<file path="src/rtl/oled_pkg.sv">
package oled_pkg;
  typedef enum logic [1:0] {M_IDLE = 2'd0, M_DATA = 2'd1, M_CMD = 2'd2} mode_t;

  typedef enum logic [2:0] {
    K_COL_LO, K_COL_HI, K_START, K_PAGE, K_FLAG, K_PARAM, K_NOP, K_BAD
  } kind_t;

  typedef enum logic [1:0] {F_ENABLE, F_INVERT, F_ALLON, F_MIRROR} flag_t;

  localparam logic [7:0] CTL_CMD  = 8'h80;
  localparam logic [7:0] CTL_DATA = 8'h40;
endpackage

</file>
<file path="src/rtl/oled_cmd_classify.sv">
module oled_cmd_classify
  import oled_pkg::*;
(
  input  logic [7:0] cmd,
  output kind_t      kind,
  output flag_t      flag
);
  always_comb begin
    kind = K_BAD;
    flag = F_ENABLE;
    if (cmd <= 8'h0F)                     kind = K_COL_LO;
    else if (cmd <= 8'h20)                kind = K_COL_HI;
    else if (cmd >= 8'h40 && cmd <= 8'h7F) kind = K_START;
    else if (cmd[7:4] == 4'hB)            kind = K_PAGE;
    else if (cmd >= 8'hC0 && cmd <= 8'hC8) kind = K_NOP;
    else begin
      case (cmd)
        8'hA0, 8'hA1: begin kind = K_FLAG; flag = F_MIRROR; end
        8'hA4, 8'hA5: begin kind = K_FLAG; flag = F_ALLON;  end
        8'hA6, 8'hA7: begin kind = K_FLAG; flag = F_INVERT; end
        8'hAE, 8'hAF: begin kind = K_FLAG; flag = F_ENABLE; end
        8'h81, 8'hA8, 8'hAD, 8'hD3, 8'hD5,
        8'hD8, 8'hD9, 8'hDA, 8'hDB:    kind = K_PARAM;
        8'hE3:                          kind = K_NOP;
        default:                        kind = K_BAD;
      endcase
    end
  end
endmodule

</file>
<file path="src/rtl/oled_addr_gen.sv">
module oled_addr_gen #(
  parameter int COLS = 132,
  parameter int CW   = 8,
  parameter int PW   = 3,
  parameter int AW   = 11
) (
  input  logic [CW-1:0] col,
  input  logic [PW-1:0] page,
  output logic [AW-1:0] addr,
  output logic          in_range
);
  assign addr     = AW'(page) * AW'(COLS) + AW'(col);
  assign in_range = (col < CW'(COLS));
endmodule

</file>
<file path="src/rtl/oled_cmd_decoder.sv">
module oled_cmd_decoder
  import oled_pkg::*;
#(
  parameter int  COLS  = 132,
  parameter int  PAGES = 8,
  parameter int  LINES = 64,
  localparam int AW    = $clog2(COLS * PAGES),
  localparam int LW    = $clog2(LINES)
) (
  input  logic          clk,
  input  logic          rst,
  input  logic          rx_valid,
  input  logic [7:0]    rx_byte,
  input  logic          xfer_start,
  input  logic          xfer_stop,
  output logic          ram_we,
  output logic [AW-1:0] ram_addr,
  output logic [7:0]    ram_wdata,
  output logic          redraw,
  output logic          proto_err,
  output logic          disp_on,
  output logic          disp_invert,
  output logic          disp_all_on,
  output logic          disp_mirror,
  output logic [LW-1:0] disp_start_line
);
  localparam int CW = 8;
  localparam int PW = $clog2(PAGES);

  mode_t          mode_q;
  logic           skip_q;
  logic [CW-1:0]  col_q;
  logic [PW-1:0]  page_q;
  kind_t          kind;
  flag_t          flag;
  logic [AW-1:0]  wr_addr;
  logic           in_range;

  oled_cmd_classify u_classify (
    .cmd  (rx_byte),
    .kind (kind),
    .flag (flag)
  );

  oled_addr_gen #(.COLS(COLS), .CW(CW), .PW(PW), .AW(AW)) u_addr (
    .col      (col_q),
    .page     (page_q),
    .addr     (wr_addr),
    .in_range (in_range)
  );

  always_ff @(posedge clk) begin
    ram_we    <= 1'b0;
    redraw    <= 1'b0;
    proto_err <= 1'b0;
    if (rst) begin
      mode_q          <= M_IDLE;
      skip_q          <= 1'b0;
      col_q           <= '0;
      page_q          <= '0;
      ram_addr        <= '0;
      ram_wdata       <= '0;
      disp_on         <= 1'b0;
      disp_invert     <= 1'b0;
      disp_all_on     <= 1'b0;
      disp_mirror     <= 1'b0;
      disp_start_line <= '0;
    end else if (xfer_stop || xfer_start) begin
      mode_q <= M_IDLE;
    end else if (rx_valid) begin
      case (mode_q)
        M_IDLE: begin
          if (rx_byte == CTL_CMD)       mode_q <= M_CMD;
          else if (rx_byte == CTL_DATA) mode_q <= M_DATA;
          else                          proto_err <= 1'b1;
        end
        M_DATA: begin
          if (in_range) begin
            ram_we    <= 1'b1;
            redraw    <= 1'b1;
            ram_addr  <= wr_addr;
            ram_wdata <= rx_byte;
            col_q     <= col_q + 1'b1;
          end
        end
        M_CMD: begin
          if (skip_q) begin
            skip_q <= 1'b0;
          end else begin
            mode_q <= M_IDLE;
            case (kind)
              K_COL_LO: col_q[3:0] <= rx_byte[3:0];
              K_COL_HI: col_q[7:4] <= rx_byte[3:0];
              K_START:  disp_start_line <= '0;
              K_PAGE:   page_q <= rx_byte[PW-1:0];
              K_FLAG: begin
                case (flag)
                  F_ENABLE: disp_on     <= rx_byte[0];
                  F_INVERT: disp_invert <= rx_byte[0];
                  F_ALLON:  disp_all_on <= rx_byte[0];
                  F_MIRROR: disp_mirror <= rx_byte[0];
                  default:  ;
                endcase
              end
              K_PARAM:  skip_q <= 1'b1;
              K_NOP:    ;
              default:  proto_err <= 1'b1;
            endcase
          end
        end
        default: mode_q <= M_IDLE;
      endcase
    end
  end
endmodule

</file>
<file path="config.mk">
export PLATFORM = sky130hd
export DESIGN_NAME = oled_cmd_decoder
export DESIGN_NICKNAME = d
export VERILOG_FILES = /design/src/rtl/oled_pkg.sv /design/src/rtl/oled_cmd_classify.sv /design/src/rtl/oled_addr_gen.sv /design/src/rtl/oled_cmd_decoder.sv
export SDC_FILE = /design/constraint.sdc
export NUM_CORES = 1
export LEC_CHECK = 0
export BUFFER_PORTS_ARGS = -buffer_cell sky130_fd_sc_hd__buf_4
export CAP_MARGIN = 15
export CORE_UTILIZATION = 40
export CTS_CLUSTER_DIAMETER = 80
export DETAILED_ROUTE_END_ITERATION = 12
export PLACE_DENSITY_LB_ADDON = 0.1
export SYNTH_ARGS = -nofsm -noshare
export SYNTH_HDL_FRONTEND = slang
export SYNTH_SLANG_ARGS = --single-unit
</file>
<file path="constraint.sdc">
create_clock -name clk -period 2.8 [get_ports clk]
set_input_delay 0.42 -clock clk [delete_from_list [all_inputs] [get_ports clk]]
set_output_delay 0.42 -clock clk [all_outputs]
set_load 0.05 [all_outputs]
</file>
==> impl_metrics.env <==
export IMPL_drive_gt1_share_pct=17.4
export IMPL_finalSetupViolCount=0
export IMPL_layout_setup_ws_ps=657
export IMPL_antenna_found_initial=0
export IMPL_cts_resized=0
export IMPL_synth_edf_count=0
export IMPL_rr_endpoint="col_q[0]"
export IMPL_slew_viol_final=0
export IMPL_nets=351
export IMPL_start_kind="input pin"
export IMPL_slowest_delay_ps=570
export IMPL_ff2ff_path_depth=6
export IMPL_grt_pass1_vias=2055
export IMPL_hp_class="in2reg"
export IMPL_synth_cells=306
export IMPL_drc=0
export IMPL_async_reset_ff_share_pct=0
export IMPL_synthToLayoutAreaGrowth_pct=17.6
export IMPL_worstPathMaxFanout=14
export IMPL_reg2reg_slack_ps=700
export IMPL_core_mm2=0.00561
export IMPL_min_to="proto_err"
export IMPL_post_place_ws_ps=361
export IMPL_yosysWarnings=0
export IMPL_detail_route_vias_per_cell=5.53
export IMPL_grt_pass1_wl_um=10100
export IMPL_clock_path_buffers=2
export IMPL_cts_clk_slew_worst_paths_ps=80
export IMPL_cts_tree="yes"
export IMPL_drtAntennaViolNets=0
export IMPL_min_from="xfer_stop"
export IMPL_hpwlAfterDp_um=4260
export IMPL_end_kind="register"
export IMPL_period_minus_slack_ps=2140
export IMPL_row_count=27
export IMPL_maxCapViolCount=0
export IMPL_die_w_um=79.1
export IMPL_worst_clock_skew_ps=10.8
export IMPL_finalCritPeriodShare_pct=76.5
export IMPL_syn_cell_area_mm2=0.00238
export IMPL_required_ps=2980
export IMPL_slowest_stage="or4_1"
export IMPL_clk_latency_ps=290
export IMPL_postCtsSetupBuffers=0
export IMPL_num_antenna_cells=0
export IMPL_synth_ff_type="dfxtp_1"
export IMPL_overflow=0
export IMPL_wl_um=6040
export IMPL_min_path_cells=4
export IMPL_grt_util_all_layers_pct=20.6
export IMPL_dieArea_mm2=0.00625
export IMPL_r2r_start="mode_q[0]"
export IMPL_initial_utilization_pct=42.4
export IMPL_slew_headroom_pct=44.5
export IMPL_crit_arrival_ps=2320
export IMPL_h_tree_depth=2
export IMPL_p_per_area_mw_per_mm2=441
export IMPL_root_buffer="clkbuf_8"
export IMPL_cts_buffers=5
export IMPL_p_leak_nw=1.05
export IMPL_drt_initial_drc_count=192
export IMPL_num_vias=2240
export IMPL_num_io_pins=45
export IMPL_die_h_um=79.1
export IMPL_final_cell_mix="nand2_1 (50), buf_4 (42), dfxtp_1 (39), a21oi_1 (27), nor2_1 (26)"
export IMPL_firstDrtPassIters=4
export IMPL_synth_distinct_cells=58
export IMPL_gp_congestion=0.847
export IMPL_path_delay_family="simple AND/OR/NAND/NOR gates"
export IMPL_fmax_mhz=467
export IMPL_worstMarginPinSlew_ps=831
export IMPL_seq_area_frac_synth_pct=32.9
export IMPL_hold_viol_final=0
export IMPL_outcome="finished clean"
export IMPL_ys_ff_latch=39
export IMPL_cp_buffers_inverters=1
export IMPL_critPathKind="in2reg"
export IMPL_rsz0062_at_grt="no"
export IMPL_cts_sink_count=39
export IMPL_postCtsHoldBufs=0
export IMPL_wl_per_cell_um=14.9
export IMPL_port_buffers=38
export IMPL_ir_drop_uv=316
export IMPL_finalSetupTns_ps=0
export IMPL_final_common_cell="nand2_1"
export IMPL_grt_max_degree=43
export IMPL_crit_chain="buf_4 -> nand2b_4 -> or4b_4 -> a221oi_4 -> a311oi_2 -> or4_1 -> mux2i_1"
export IMPL_syn_area_per_cell_um2=7.76
[metal layers]
layer	GRT usage (%)	part of all wire [%]
met3	3.91	5.4
met5	0	0
met1	28.6	49
met4	6.73	0.70
met2	31.8	45
[worst reg2reg max path, cell delays in order, from the launching register on]
cell	delay [ps]
dfxtp_1	490
nand2b_1	350
nor2_1	120
o221ai_1	540
o21ai_0	160
a221oi_1	260
nor2_1	60
[state kept, by name, indices dropped and copies added, names as in the netlist, 2 cells and up]
name / cells
page_q: 3
ram_wdata: 8
ram_addr: 11
col_q: 8
mode_q: 2
[area by class of cell]
type | count | area, um2
fill | 567 | 2810
tap | 72 | 90.1
multi-input combinational | 236 | 1440
sequential | 39 | 781
clock inverter | 3 | 67.6
clock buffer | 5 | 68.8
timing repair buffer | 42 | 315
inverter | 8 | 30.0
[per-stage QoR]
| step | std cells | power [mW] | hold slack [ps] | instance area [um2] | util (%) |
|---|---|---|---|---|---|
| floorplan | 311 | 0.658 | 474 | 2390 | - |
| global placement | 397 | 0.682 | 444 | 2660 | 47.4 |
| detailed placement | 397 | 0.682 | 450 | 2660 | 47.4 |
| CTS | 405 | 1.24 | 416 | 2800 | 49.8 |
| global route | 405 | 1.28 | 432 | 2800 | 49.8 |
| finish | 405 | 1.23 | 423 | 2800 | 49.8 |
[cells in the mapped netlist, types with 5 or more instances]
library cell  number  area (um2)
a211oi_1           7        52.6
a21oi_1           27         135
a31oi_1            5        31.3
buf_2              5        25.0
buf_4              8        60.1
clkbuf_1          14        52.6
dfxtp_1           39         781
ha_1               5        62.6
inv_1              8        30.0
mux2i_1            7        70.1
nand2_1           50         188
nand2b_1           9        56.3
nand3_1            6        30.0
nand4_1            5        31.3
nor2_1            26        97.6
nor3_1             7        35.0
nor3b_1            5        37.5
o21ai_0            9        45.0
[worst max-delay path by stage]
| stage | cells after the start | startpoint | to | slack, ps |
|---|---|---|---|---|
| after floorplan | 6 | rx_byte[4] | disp_all_on | 590 |
| after global placement | 7 | rx_byte[1] | disp_invert | 390 |
| after detailed placement | 7 | rx_byte[1] | disp_invert | 360 |
| after CTS | 7 | rx_byte[1] | disp_invert | 670 |
| after global routing | 6 | mode_q[0] | col_q[0] | 480 |
| final | 7 | rx_byte[1] | disp_invert | 660 |
[cell families (layout without fill, tap and decap cells)]
group           count (synthesis)  in the layout  synth area share [%]
simple gates                  134            134                  28.8
fa+ha+maj                       6              6                  3.48
mux                             7              7                  2.95
flops                          39             39                  32.9
xor+xnor                        7              7                  2.58
buf+inv                        36             58                  7.21
other cells                     1              6                 0.158
compound gates                 76             76                  22.0
[power breakdown]
part	total (mW)	internal (mW)	leakage (nW)	switching (mW)
Clock	0.561	0.355	0.0644	0.206
Sequential	0.555	0.554	0.314	0.000137
Combinational	0.116	0.0327	0.671	0.0828
No activity file was read; power rests on OpenSTA's default activity.
